$ cat src/rtl/mbs_pkg.sv
package mbs_pkg;
  typedef enum logic [1:0] {
    KIND_FETCH = 2'd0,
    KIND_READ  = 2'd1,
    KIND_WRITE = 2'd2,
    KIND_RSVD  = 2'd3
  } cyc_kind_e;

  typedef enum logic [2:0] {
    TS_IDLE = 3'd0,
    TS_T1   = 3'd1,
    TS_T2   = 3'd2,
    TS_T3   = 3'd3,
    TS_T4   = 3'd4,
    TS_HELD = 3'd5
  } tstate_e;
endpackage

$ cat src/rtl/mbs_sequencer.sv
module mbs_sequencer
  import mbs_pkg::*;
#(
  parameter int ADDR_W = 16,
  parameter int DATA_W = 8
) (
  input  logic              clk,
  input  logic              rst_n,
  input  logic              req_valid,
  input  logic [1:0]        req_kind,
  input  logic [ADDR_W-1:0] req_addr,
  input  logic [DATA_W-1:0] req_wdata,
  input  logic              hold,
  output logic              req_ready,
  output tstate_e           tstate,
  output logic              cur_fetch,
  output logic              cur_write,
  output logic [ADDR_W-1:0] cur_addr,
  output logic [DATA_W-1:0] cur_wdata
);
  tstate_e nxt;
  logic    boundary;
  logic    accept;

  // A boundary is idle or the final T-state of the running cycle.
  assign boundary  = (tstate == TS_IDLE) || (tstate == TS_T4) ||
                     ((tstate == TS_T3) && !cur_fetch);
  assign req_ready = boundary && !hold;
  assign accept    = req_ready && req_valid;

  always_comb begin
    nxt = tstate;
    if (tstate == TS_HELD) begin
      nxt = hold ? TS_HELD : TS_IDLE;
    end else if (boundary) begin
      if (hold)           nxt = TS_HELD;
      else if (req_valid) nxt = TS_T1;
      else                nxt = TS_IDLE;
    end else begin
      case (tstate)
        TS_T1:   nxt = TS_T2;
        TS_T2:   nxt = TS_T3;
        TS_T3:   nxt = TS_T4;
        default: nxt = TS_IDLE;
      endcase
    end
  end

  always_ff @(posedge clk or negedge rst_n) begin
    if (!rst_n) begin
      tstate    <= TS_IDLE;
      cur_fetch <= 1'b0;
      cur_write <= 1'b0;
      cur_addr  <= '0;
      cur_wdata <= '0;
    end else begin
      tstate <= nxt;
      if (accept) begin
        cur_fetch <= (req_kind == KIND_FETCH);
        cur_write <= (req_kind == KIND_WRITE);
        cur_addr  <= req_addr;
        cur_wdata <= req_wdata;
      end
    end
  end
endmodule

$ cat src/rtl/mbs_pin_drive.sv
module mbs_pin_drive
  import mbs_pkg::*;
#(
  parameter int ADDR_W = 16,
  parameter int DATA_W = 8,
  localparam int HI_W  = ADDR_W - DATA_W
) (
  input  tstate_e           tstate,
  input  logic              cur_write,
  input  logic [ADDR_W-1:0] cur_addr,
  input  logic [DATA_W-1:0] cur_wdata,
  output logic [HI_W-1:0]   addr_hi,
  output logic [DATA_W-1:0] ad_out,
  output logic              ad_oe,
  output logic              ale,
  output logic              io_m,
  output logic              rd_n,
  output logic              wr_n,
  output logic              bus_oe,
  output logic              hlda
);
  always_comb begin
    addr_hi = cur_addr[ADDR_W-1:DATA_W];
    ad_out  = '0;
    ad_oe   = 1'b0;
    ale     = 1'b0;
    io_m    = 1'b0;
    rd_n    = 1'b1;
    wr_n    = 1'b1;
    bus_oe  = 1'b1;
    hlda    = 1'b0;
    case (tstate)
      TS_T1: begin
        ale    = 1'b1;
        ad_oe  = 1'b1;
        ad_out = cur_addr[DATA_W-1:0];
      end
      TS_T2, TS_T3: begin
        if (cur_write) begin
          wr_n   = 1'b0;
          ad_oe  = 1'b1;
          ad_out = cur_wdata;
        end else begin
          rd_n = 1'b0;
        end
      end
      TS_HELD: begin
        bus_oe = 1'b0;
        hlda   = 1'b1;
      end
      default: ;
    endcase
  end
endmodule

$ cat src/rtl/mbs_read_capture.sv
module mbs_read_capture
  import mbs_pkg::*;
#(
  parameter int DATA_W = 8
) (
  input  logic              clk,
  input  logic              rst_n,
  input  tstate_e           tstate,
  input  logic              cur_write,
  input  logic [DATA_W-1:0] ad_in,
  output logic              rsp_valid,
  output logic [DATA_W-1:0] rsp_rdata
);
  always_ff @(posedge clk or negedge rst_n) begin
    if (!rst_n) begin
      rsp_valid <= 1'b0;
      rsp_rdata <= '0;
    end else begin
      rsp_valid <= (tstate == TS_T3);
      if ((tstate == TS_T3) && !cur_write) rsp_rdata <= ad_in;
    end
  end
endmodule

$ cat src/rtl/mbs_bus_seq.sv
module mbs_bus_seq
  import mbs_pkg::*;
#(
  parameter int ADDR_W = 16,
  parameter int DATA_W = 8,
  localparam int HI_W  = ADDR_W - DATA_W
) (
  input  logic              clk,
  input  logic              rst_n,
  input  logic              req_valid,
  output logic              req_ready,
  input  logic [1:0]        req_kind,
  input  logic [ADDR_W-1:0] req_addr,
  input  logic [DATA_W-1:0] req_wdata,
  output logic              rsp_valid,
  output logic [DATA_W-1:0] rsp_rdata,
  output logic [HI_W-1:0]   addr_hi,
  output logic [DATA_W-1:0] ad_out,
  input  logic [DATA_W-1:0] ad_in,
  output logic              ad_oe,
  output logic              ale,
  output logic              io_m,
  output logic              rd_n,
  output logic              wr_n,
  output logic              bus_oe,
  input  logic              hold,
  output logic              hlda
);
  tstate_e           tstate;
  logic              cur_fetch;
  logic              cur_write;
  logic [ADDR_W-1:0] cur_addr;
  logic [DATA_W-1:0] cur_wdata;

  mbs_sequencer #(.ADDR_W(ADDR_W), .DATA_W(DATA_W)) u_seq (
    .clk(clk), .rst_n(rst_n), .req_valid(req_valid), .req_kind(req_kind),
    .req_addr(req_addr), .req_wdata(req_wdata), .hold(hold),
    .req_ready(req_ready), .tstate(tstate), .cur_fetch(cur_fetch),
    .cur_write(cur_write), .cur_addr(cur_addr), .cur_wdata(cur_wdata)
  );

  mbs_pin_drive #(.ADDR_W(ADDR_W), .DATA_W(DATA_W)) u_pins (
    .tstate(tstate), .cur_write(cur_write), .cur_addr(cur_addr),
    .cur_wdata(cur_wdata), .addr_hi(addr_hi), .ad_out(ad_out),
    .ad_oe(ad_oe), .ale(ale), .io_m(io_m), .rd_n(rd_n), .wr_n(wr_n),
    .bus_oe(bus_oe), .hlda(hlda)
  );

  mbs_read_capture #(.DATA_W(DATA_W)) u_cap (
    .clk(clk), .rst_n(rst_n), .tstate(tstate), .cur_write(cur_write),
    .ad_in(ad_in), .rsp_valid(rsp_valid), .rsp_rdata(rsp_rdata)
  );
endmodule

$ cat config.mk
export PLATFORM = sky130hd
export DESIGN_NAME = mbs_bus_seq
export DESIGN_NICKNAME = d
export VERILOG_FILES = /design/src/rtl/mbs_pkg.sv /design/src/rtl/mbs_sequencer.sv /design/src/rtl/mbs_pin_drive.sv /design/src/rtl/mbs_read_capture.sv /design/src/rtl/mbs_bus_seq.sv
export SDC_FILE = /design/constraint.sdc
export NUM_CORES = 1
export LEC_CHECK = 0
export BUFFER_PORTS_ARGS = -buffer_cell sky130_fd_sc_hd__buf_2
export CAP_MARGIN = 20
export CORE_ASPECT_RATIO = 0.6
export CORE_UTILIZATION = 48
export CTS_BUF_LIST = sky130_fd_sc_hd__clkbuf_16
export DETAILED_ROUTE_END_ITERATION = 10
export PLACE_DENSITY = 0.79
export SLEW_MARGIN = 10
export SYNTH_ARGS = -nofsm -noshare
export SYNTH_HDL_FRONTEND = slang
export SYNTH_SLANG_ARGS = --single-unit
$ cat constraint.sdc
create_clock -name clk -period 2.2 [get_ports clk]
set_input_delay 0.44 -clock clk [delete_from_list [all_inputs] [get_ports clk]]
set_output_delay 0.44 -clock clk [all_outputs]
set_load 0.1 [all_outputs]
==> results of run 1 <==
routing by layer:
metal | track usage | up-vias | wire, µm
li1 | - | 574 | -
met1 | 0.288 | 597 | 1750
met2 | 0.347 | 41 | 1790
met3 | 0.0944 | 7 | 266
met4 | 0.0702 | 0 | 68
met5 | 0 | - | 0
cell families (layout without fill, tap and decap cells):
| group | Yosys count | in the layout |
|---|---|---|
| other | 1 | 1 |
| XOR/XNOR | 1 | 1 |
| flip-flops | 38 | 38 |
| adder cells (fa/ha/maj) | 1 | 1 |
| AO/OA/AOI/OAI | 15 | 15 |
| AND/OR/NAND/NOR | 20 | 20 |
| multiplexers | 33 | 33 |
| buffers and inverters | 20 | 88 |
state kept, by name, indices dropped and copies added, names as in the netlist:
signal           count
u_cap.rsp_rdata      8
u_cap.rsp_valid      1
u_seq.cur_addr      16
u_seq.cur_fetch      1
u_seq.cur_wdata      8
u_seq.cur_write      1
u_seq.tstate         3
through the flow:
step / setup slack [ps] / area (µm²) / cells / util
CTS: 0.328 / 2510 / 240 / 0.728
global route: 14.4 / 2520 / 242 / 0.733
detailed placement: 203 / 2330 / 232 / 0.677
floorplan: -232 / 1870 / 129 / -
finish: 54.8 / 2520 / 242 / 0.733
global placement: 306 / 2330 / 232 / 0.677
cells in the mapped netlist:
library cell / number
buf_6: 2
buf_2: 1
nor3_1: 1
a211oi_1: 1
buf_4: 9
a21oi_1: 1
nand2b_1: 2
o31ai_1: 1
mux2_4: 20
and4bb_4: 1
clkbuf_1: 1
nand3_1: 2
nor3_4: 1
a32oi_1: 1
xnor2_1: 1
inv_1: 5
buf_8: 2
o211ai_4: 1
maj3_1: 1
nor2_1: 7
o21ai_0: 1
mux2_2: 13
nand2_1: 1
a22o_1: 8
conb_1: 1
and2_1: 1
nor2b_1: 2
a31o_2: 1
dfrtp_1: 38
nor4b_1: 1
nor2_2: 1
worst max path at each step:
stage | to | start | cells past startpoint
final | ad_out[3] | u_seq.tstate[1] | 5
after global routing | ad_out[3] | u_seq.tstate[2] | 4
after CTS | ad_out[3] | u_seq.tstate[1] | 5
after detailed placement | ad_out[3] | u_seq.tstate[1] | 5
after global placement | ad_out[7] | u_seq.tstate[1] | 5
after floorplan | ad_oe | u_seq.tstate[1] | 6
final cells by class:
type,instances,share of cell area
repair buffers,75,0.220
multi-input cells,71,0.302
clock buffers,5,0.0496
well taps,45,0.0223
clock inverters,3,0.0178
inverters,5,0.0104
flip-flops and latches,38,0.378
critical path, delay by kind of cell (launching register included):
| family | cells | cell delay (ps) |
|---|---|---|
| compound gates | 1 | 240 |
| flops | 1 | 450 |
| simple gates | 2 | 380 |
| buf+inv | 2 | 350 |
what timing repair did:
| action | in CTS | in global routing |
|---|---|---|
| hold buffers | 0 | 0 |
| endpoints found under the setup margin | 8 | 9 |
| gates resized for setup | 3 | 1 |
| buffers inserted | 0 | 2 |
| pin swaps | 0 | 0 |
| endpoints found under the hold margin | 0 | 0 |
==> key figures, run 1 <==
Yosys
  – Xor and xnor fraction of the mapped netlist area: 0.00480
  – Cell taking the most area after synthesis: dfrtp_1
  – Yosys top cell area share: 0.521
  – Part of the Yosys area used for sequential elements: 0.521
  – Post-synthesis register bit count: 38
  – Syn Area/Cell: ~14 µm²
  – Adder-Cell Fraction of Synth Area: 0.00548
  – Synth cell types: 31
  – Area contributors post-synth: dfrtp_1 52%, mux2_4 16%, mux2_2 8.0%, a22o_1 3.8%, buf_4 3.7%
  – Syn nets: roughly 170
  – Synth Instances: between 100 and 150
  – Compound-Gate Fraction of Synth Area: 0.0733
  – Largest family of logic cells by synthesized area: multiplexers
  – Mux cell area share after synthesis: 0.245
  – Warnings, synthesis: 0
  – Synthesized cell area: approximately 1800 µm²
  – Post-synthesis simple-gate area fraction: 0.0679

Hold path
  – Worst Hold Class: input port to async pin

Worst setup path
  – Startpoint Class: flip-flop
  – Crit path max fanout: 8
  – Critical path class: flip-flop to output port
  – Slowest CP cell: dfrtp_2
  – Arr. time, crit path: 1710 ps
  – Start of the worst register-to-register path: u_seq.tstate[2]
  – Worst endpoint required time: roughly 1800 ps
  – R2R setup slack: just under 500 ps
  – Crit-path cells: nor2b_2 -> and2_1 -> buf_4 -> a22o_2 -> buf_12
  – CP endpoint kind: output port
  – Critical path's largest stage delay: ~450 ps
  – FF-to-FF path depth: 4
  – FF-to-FF End: u_cap.rsp_rdata[6]

Finish
  – Register area: about 950 µm²
  – Proportion of layout cells with a drive suffix above 1: 0.695
  – Layout area overhead: 38.3%
  – Filler cells: ~230
  – # diodes: 0
  – Commonest cells after routing, fill and taps aside: 58 x buf_2, 36 x dfrtp_1, 20 x mux2_4, 13 x mux2_2, 11 x buf_12
  – Multi-input gate area: 763 µm²
  – Final net count: 234
  – Commonest non-fill, non-tap cell in the layout: buf_2

Place
  – Port buffer count: slightly below 70
  – Post-DP HPWL: 2820 µm
  – RePlAce Congestion: 0.860

Timing
  – Final setup vio count: 0
  – Post-route setup TNS: 0 ps
  – Tmin final: approximately 2100 ps
  – Hold WS: between 200 and 250 ps
  – Fmax: ~470 MHz
  – Fin crit share: 0.975
  – Hold violation total from the final report: 0
  – Clock Skews: 6.62 ps
  – Unrepaired setup endpoints after global routing: no
  – Slew headroom: 0.463
  – Fin. max-slew vios: 0
  – Worst Tran Pin Value: ~810 ps

Floorplan
  – Core area: about 3400 µm²
  – Row count: 16
  – Die area: between 4000 and 5000 µm²
  – IO Count: just over 70
  – Die height: 49.8 µm
  – Die W: 81.6 µm
  – Starting density of the core: 0.530

Route
  – First-pass DRT Iterations: 4
  – Final wirelength: ~3900 µm
  – Antenna-violating nets left: 0
  – Routed via count: 1,219
  – Residual DRC count: 0
  – Vias per cell: about 5.0
  – WL/cell: approximately 16 µm
  – First DRT Iteration DRCs: 50

CTS
  – Clock tree sinks: 38
  – Clock Path Buffers: 2
  – Root Driver: clkbuf_16
  – Clk slew on worst S/H paths: approximately 60 ps
  – Worst-skew pair later-pin latency: roughly 290 ps
  – CTS tree: yes
  – TritonCTS Buffers: 5
  – # H-tree levels: 2

GRT
  – Global Route Usage Sum: 0.226
  – Largest net degree at the start of global routing: 39
  – Global-route wire length before repair: approximately 6400 µm
  – Vias in the first global route: ~1,300
  – Number of antenna violations at the first check in global routing: 0
  – GRT overflow: 0

Status
  – Status: finished clean

Flow run
  – Max Cap Viol: 0
Power of run 1 is left out: the tool's default activity adds up to more than one toggle a clock period on the data nets, which glitch-free logic cannot reach.
==> run 2: changes to the inputs <==
--- a/config.mk
+++ b/config.mk
@@ -9,7 +9,6 @@
 export CAP_MARGIN = 20
 export CORE_ASPECT_RATIO = 0.6
 export CORE_UTILIZATION = 48
-export CTS_BUF_LIST = sky130_fd_sc_hd__clkbuf_16
 export DETAILED_ROUTE_END_ITERATION = 10
 export PLACE_DENSITY = 0.79
 export SLEW_MARGIN = 10
==> key figures, run 2 (synthesis gave the netlist of run 1 again) <==
Status
  – Status: finished clean (unchanged)

Floorplan
  – Die area: 4060 µm² (unchanged)
  – Die W: 81.6 µm (unchanged)
  – Row count: 16 (unchanged)
  – Core area: 3440 µm² (unchanged)
  – IO Count: 71 (unchanged)
  – Die height: 49.8 µm (unchanged)
  – Starting density of the core: 0.530 (unchanged)

Worst setup path
  – Slowest CP cell: dfrtp_2 (unchanged)
  – Crit-path cells: nand2b_1 -> nor2_4 -> a22o_2 -> buf_12 (was nor2b_2 -> and2_1 -> buf_4 -> a22o_2 -> buf_12)
  – Worst endpoint required time: 1760 ps (about the same)
  – Crit path max fanout: 10 (was 8)
  – Start of the worst register-to-register path: u_seq.tstate[1] (was u_seq.tstate[2])
  – Critical Path Start: u_seq.tstate[2] (was u_seq.tstate[1])
  – Arr. time, crit path: 1670 ps (was 1710 ps)
  – Crit path to: ad_out[3] (unchanged)
  – CP endpoint kind: output port (unchanged)
  – Critical path's largest stage delay: 460 ps (was 450 ps)
  – R2R setup slack: 520 ps (was 490 ps)
  – Critical path class: flip-flop to output port (unchanged)
  – FF-to-FF path depth: 5 (was 4)
  – Startpoint Class: flip-flop (unchanged)
  – FF-to-FF End: u_seq.cur_addr[2] (was u_cap.rsp_rdata[6])

CTS
  – Clock tree sinks: 38 (unchanged)
  – # H-tree levels: 2 (unchanged)
  – Root Driver: clkbuf_8 (was clkbuf_16)
  – CTS Hold Bufs: 0 (unchanged)
  – Worst-skew pair later-pin latency: 290 ps (about the same)
  – CTS tree: yes (unchanged)
  – Clk slew on worst S/H paths: 80 ps (was 60 ps)
  – TritonCTS Buffers: 5 (unchanged)
  – Clock Path Buffers: 2 (unchanged)

Place
  – RePlAce Congestion: 0.860 (unchanged)
  – Post-DP HPWL: 2820 µm (unchanged)
  – Port buffer count: 69 (unchanged)

Route
  – Final wirelength: 3790 µm (was 3880 µm)
  – First-pass DRT Iterations: 4 (unchanged)
  – Residual DRC count: 0 (unchanged)
  – First DRT Iteration DRCs: 35 (was 50)
  – WL met1: 1700 µm (was 1750 µm)
  – Vias per cell: 5.07 (was 5.04)
  – Highest routed layer: met4 (unchanged)
  – WL/cell: 15.7 µm (was 16.0 µm)
  – Routed length on met3: 261 µm (was 266 µm)
  – Antenna-violating nets left: 0 (unchanged)
  – Routed via count: 1,227 (was 1,219)
  – Met2 wire len: 1800 µm (was 1790 µm)

Timing
  – Worst Tran Pin Value: 801 ps (was 806 ps)
  – Hold violation total from the final report: 0 (unchanged)
  – Slew headroom: 0.466 (was 0.463)
  – Post-route setup TNS: 0 ps (unchanged)
  – Tmin final: 2110 ps (was 2150 ps)
  – Final setup vio count: 0 (unchanged)
  – Fin crit share: 0.961 (was 0.975)
  – Clock Skews: 9.72 ps (was 6.62 ps)
  – Fmax: 473 MHz (was 466 MHz)
  – Fin. max-slew vios: 0 (unchanged)
  – Unrepaired setup endpoints after global routing: no (unchanged)

Finish
  – Biggest register: u_seq.cur_addr (unchanged)
  – Max FFs per register: 16 (unchanged)
  – Biggest regs: u_seq.cur_addr (16), u_cap.rsp_rdata (8), u_seq.cur_wdata (8) (unchanged)
  – Commonest cells after routing, fill and taps aside: 58 x buf_2, 35 x dfrtp_1, 20 x mux2_4, 13 x mux2_2, 11 x buf_12 (was 58 x buf_2, 36 x dfrtp_1, 20 x mux2_4, 13 x mux2_2, 11 x buf_12)
  – Layout area overhead: 35.3% (was 38.3%)
  – # diodes: 0 (unchanged)
  – Commonest non-fill, non-tap cell in the layout: buf_2 (unchanged)
  – Final net count: 234 (unchanged)
  – Proportion of layout cells with a drive suffix above 1: 0.701 (was 0.695)

GRT
  – GRT overflow: 0 (unchanged)
  – Largest net degree at the start of global routing: 39 (unchanged)
  – Global Route Usage Sum: 0.218 (was 0.226)
  – Global-route wire length before repair: 6420 µm (was 6410 µm)
  – Vias in the first global route: 1,328 (was 1,304)
  – Number of antenna violations at the first check in global routing: 0 (unchanged)

Hold path
  – Worst Hold Class: input port to async pin (unchanged)

Flow run
  – Max Cap Viol: 0 (unchanged)
run 2: changes by cell type in the layout (fill, tap and decap cells not counted):
cell,previous run,this run
clkbuf_8,0,5
clkbuf_16,5,0
dfrtp_1,36,35
dfrtp_2,2,3
run 2: stage by stage:
step                instances   util  setup slack [ps]  hold slack [ps]  cell area [µm²]
finish                    242  0.717              86.5              234             2470
global route              242  0.717              26.9              296             2470
CTS                       242  0.715              3.41              270             2460
detailed placement        232  0.677               203              488             2330
global placement          232  0.677               306              483             2330
floorplan                 129      -              -232              144             1870
run 2: critical path, delay by kind of cell (launching register included):
kind | cells | cell delay (ps)
simple gates | 2 | 510
flops | 1 | 460
compound gates | 1 | 240
buf+inv | 1 | 170
run 2: worst min path at each step:
stage | endpoint | slack, ps | cells after the start
after floorplan | u_cap.rsp_rdata[0] | 140 | 0
after global placement | u_cap.rsp_rdata[0] | 480 | 1
after detailed placement | u_seq.cur_addr[9] | 490 | 1
after CTS | u_seq.cur_addr[1] | 270 | 1
after global routing | u_seq.cur_addr[1] | 300 | 1
final | u_seq.cur_addr[1] | 230 | 1
run 2: repair_timing:
item	CTS	global route
setup buffers	2	0
gates resized for setup	2	3
setup endpoints to repair	8	9
run 2: area by class of cell:
type,instances,area (µm²)
sequential,38,955
multi-input combinational,71,763
timing repair buffer,75,556
fill,233,973
inverter,5,26.3
clock buffer,5,68.8
clock inverter,3,45.0
tap,45,56.3
run 2: per-layer routing:
layer,GRT usage,vias up
li1,-,574
met1,0.290,605
met2,0.343,43
met3,0.0685,5
met4,0.0614,0
met5,0,-
Power of run 2 is left out for the same reason.
==> run 3: changes to the inputs <==
--- a/config.mk
+++ b/config.mk
@@ -8,9 +8,9 @@
 export BUFFER_PORTS_ARGS = -buffer_cell sky130_fd_sc_hd__buf_2
 export CAP_MARGIN = 20
 export CORE_ASPECT_RATIO = 0.6
-export CORE_UTILIZATION = 48
+export CORE_UTILIZATION = 52
 export DETAILED_ROUTE_END_ITERATION = 10
-export PLACE_DENSITY = 0.79
+export PLACE_DENSITY = 0.84
 export SLEW_MARGIN = 10
 export SYNTH_ARGS = -nofsm -noshare
 export SYNTH_HDL_FRONTEND = slang
==> constraint.sdc (replaced) <==
create_clock -name clk -period 2.7 [get_ports clk]
set_input_delay 0.54 -clock clk [delete_from_list [all_inputs] [get_ports clk]]
set_output_delay 0.54 -clock clk [all_outputs]
set_load 0.1 [all_outputs]
==> key figures, run 3 (synthesis gave the netlist of run 1 again) <==
Finish
  – Commonest cells after routing, fill and taps aside: 66 x buf_2, 38 x dfrtp_1, 20 x mux2_4, 13 x mux2_2, 8 x a22o_2 (was 58 x buf_2, 35 x dfrtp_1, 20 x mux2_4, 13 x mux2_2, 11 x buf_12)
  – Biggest register: u_seq.cur_addr (unchanged)
  – # diodes: 0 (unchanged)
  – Final non-filler cell total: 237 (was 242)
  – Proportion of layout cells with a drive suffix above 1: 0.661 (was 0.701)
  – Commonest non-fill, non-tap cell in the layout: buf_2 (unchanged)
  – Layout area overhead: 23.0% (was 35.3%)
  – Biggest regs: u_seq.cur_addr (16), u_cap.rsp_rdata (8), u_seq.cur_wdata (8) (unchanged)
  – Max FFs per register: 16 (unchanged)
  – Final net count: 229 (was 234)
  – Post-route cell area: 2250 µm² (was 2470 µm²)

Worst setup path
  – CP endpoint kind: output port (unchanged)
  – Slowest CP cell: dfrtp_1 (was dfrtp_2)
  – Crit path max fanout: 10 (unchanged)
  – Worst endpoint required time: 2160 ps (was 1760 ps)
  – Startpoint Class: flip-flop (unchanged)
  – Critical path's largest stage delay: 530 ps (was 460 ps)
  – Start of the worst register-to-register path: u_seq.tstate[1] (unchanged)
  – Arr. time, crit path: 2030 ps (was 1670 ps)
  – Critical path's top delay family: simple AND/OR/NAND/NOR gates (unchanged)
  – Crit-path cells: nand2b_1 -> nor2_4 -> a22o_2 -> buf_2 (was nand2b_1 -> nor2_4 -> a22o_2 -> buf_12)
  – FF-to-FF path depth: 3 (was 5)
  – FF-to-FF End: u_cap.rsp_rdata[4] (was u_seq.cur_addr[2])
  – CP Buf/Inv Count: 1 (unchanged)
  – R2R setup slack: 980 ps (was 520 ps)
  – Critical path class: flip-flop to output port (unchanged)

Floorplan
  – Core area: 3300 µm² (was 3440 µm²)
  – Die W: 78.5 µm (was 81.6 µm)
  – IO Count: 71 (unchanged)
  – Die area: 3760 µm² (was 4060 µm²)
  – Row count: 16 (unchanged)
  – Starting density of the core: 0.553 (was 0.530)
  – Die height: 47.9 µm (was 49.8 µm)

Place
  – RePlAce Congestion: 0.864 (was 0.860)
  – Dpl cells: 229 (was 232)
  – Post-DP Area: 2150 µm² (was 2330 µm²)
  – Post-DP HPWL: 2560 µm (was 2820 µm)
  – Port buffer count: 69 (unchanged)

Route
  – Residual DRC count: 0 (unchanged)
  – Antenna-violating nets left: 0 (unchanged)
  – First DRT Iteration DRCs: 85 (was 35)
  – Final wirelength: 3570 µm (was 3790 µm)
  – First-pass DRT Iterations: 4 (unchanged)
  – Vias per cell: 5.08 (was 5.07)
  – Routed via count: 1,205 (was 1,227)
  – WL/cell: 15.1 µm (was 15.7 µm)

Timing
  – Hold violation total from the final report: 0 (unchanged)
  – Fmax: between 300 and 400 MHz
  – Final setup vio count: 0 (unchanged)
  – Hold WS: 346 ps (was 234 ps)
  – Worst Tran Pin Value: 814 ps (was 801 ps)
  – Clock Skews: 8.60 ps (was 9.72 ps)
  – Fin. max-slew vios: 0 (unchanged)
  – Slew headroom: 0.457 (was 0.466)
  – Tmin final: roughly 2600 ps
  – Fin crit share: 0.953
  – Unrepaired setup endpoints after global routing: no (unchanged)
  – Post-route setup TNS: 0 ps (unchanged)

Flow run
  – Max Cap Viol: 0 (unchanged)

CTS
  – Clock tree sinks: 38 (unchanged)
  – Worst-skew pair later-pin latency: 290 ps (about the same)
  – Clk slew on worst S/H paths: 70 ps (was 80 ps)
  – CTS Hold Bufs: 0 (unchanged)
  – Clock Path Buffers: 2 (unchanged)
  – CTS tree: yes (unchanged)
  – Setup bufs post-CTS: 0 (was 2)
  – Root Driver: clkbuf_8 (unchanged)
  – TritonCTS Buffers: 5 (unchanged)
  – # H-tree levels: 2 (unchanged)

GRT
  – Global-route wire length before repair: 5590 µm (was 6420 µm)
  – Largest net degree at the start of global routing: 39 (unchanged)
  – Met1 Use GR: 0.266 (was 0.290)
  – GR Util met3: 0.0552 (was 0.0685)
  – Vias in the first global route: 1,179 (was 1,328)
  – Global routing's busiest layer: met2 (unchanged)
  – Met2 usage: 0.353 (was 0.343)
  – Number of antenna violations at the first check in global routing: 0 (unchanged)
  – Global Route Usage Sum: 0.207 (was 0.218)
  – GRT overflow: 0 (unchanged)

Hold path
  – Worst Hold Class: input port to async pin (unchanged)

Status
  – Status: finished clean (unchanged)
run 3: cell types whose count changed in the layout (fill, tap and decap cells not counted), sizes merged:
cell	change
inv	+1
bufinv	-1
buf	-4
clkinv	+1
clkinvlp	-3
clkbuf	+1
run 3: cell type report:
type / instances / area [µm²]
Fill cell: 251 / 1060
Sequential cell: 38 / 951
Multi-Input combinational cell: 71 / 752
Timing Repair Buffer: 70 / 373
Clock buffer: 7 / 86.3
Tap cell: 45 / 56.3
Inverter: 5 / 22.5
Clock inverter: 1 / 5.00
run 3: repair_timing:
action | 4_1_cts | 5_1_grt
endpoints found under the setup margin | 3 | 7
gates resized for setup | 3 | 1
cloned | 0 | 0
run 3: how the worst max path moves through the flow:
stage                    startpoint  cells past startpoint  slack (ps)   endpoint
global placement    u_seq.tstate[1]                      4         450  ad_out[3]
detailed placement  u_seq.tstate[1]                      4         330  ad_out[7]
CTS                 u_seq.tstate[1]                      4           2  ad_out[3]
finish              u_seq.tstate[0]                      4         130  ad_out[4]
global route        u_seq.tstate[1]                      4          10  ad_out[2]
floorplan           u_seq.tstate[1]                      6          70      ad_oe
run 3: per-layer routing:
| layer | routed length (µm) | vias to the layer above |
|---|---|---|
| met2 | 1730 | 39 |
| met3 | 202 | 4 |
| met4 | 29 | 0 |
| met1 | 1610 | 599 |
| met5 | 0 | - |
| li1 | - | 563 |
run 3: worst reg2reg max path: stages (launching register included):
cell,delay (ps)
dfrtp_1,540
inv_1,240
nor3_4,430
mux2_2,390
run 3: per-stage QoR:
step / setup slack, ps / util
floorplan: 69.1 / -
global placement: 449 / 0.650
detailed placement: 327 / 0.650
CTS: 1.79 / 0.680
global route: 13.7 / 0.680
finish: 126 / 0.680
Power of run 3 is left out for the same reason.
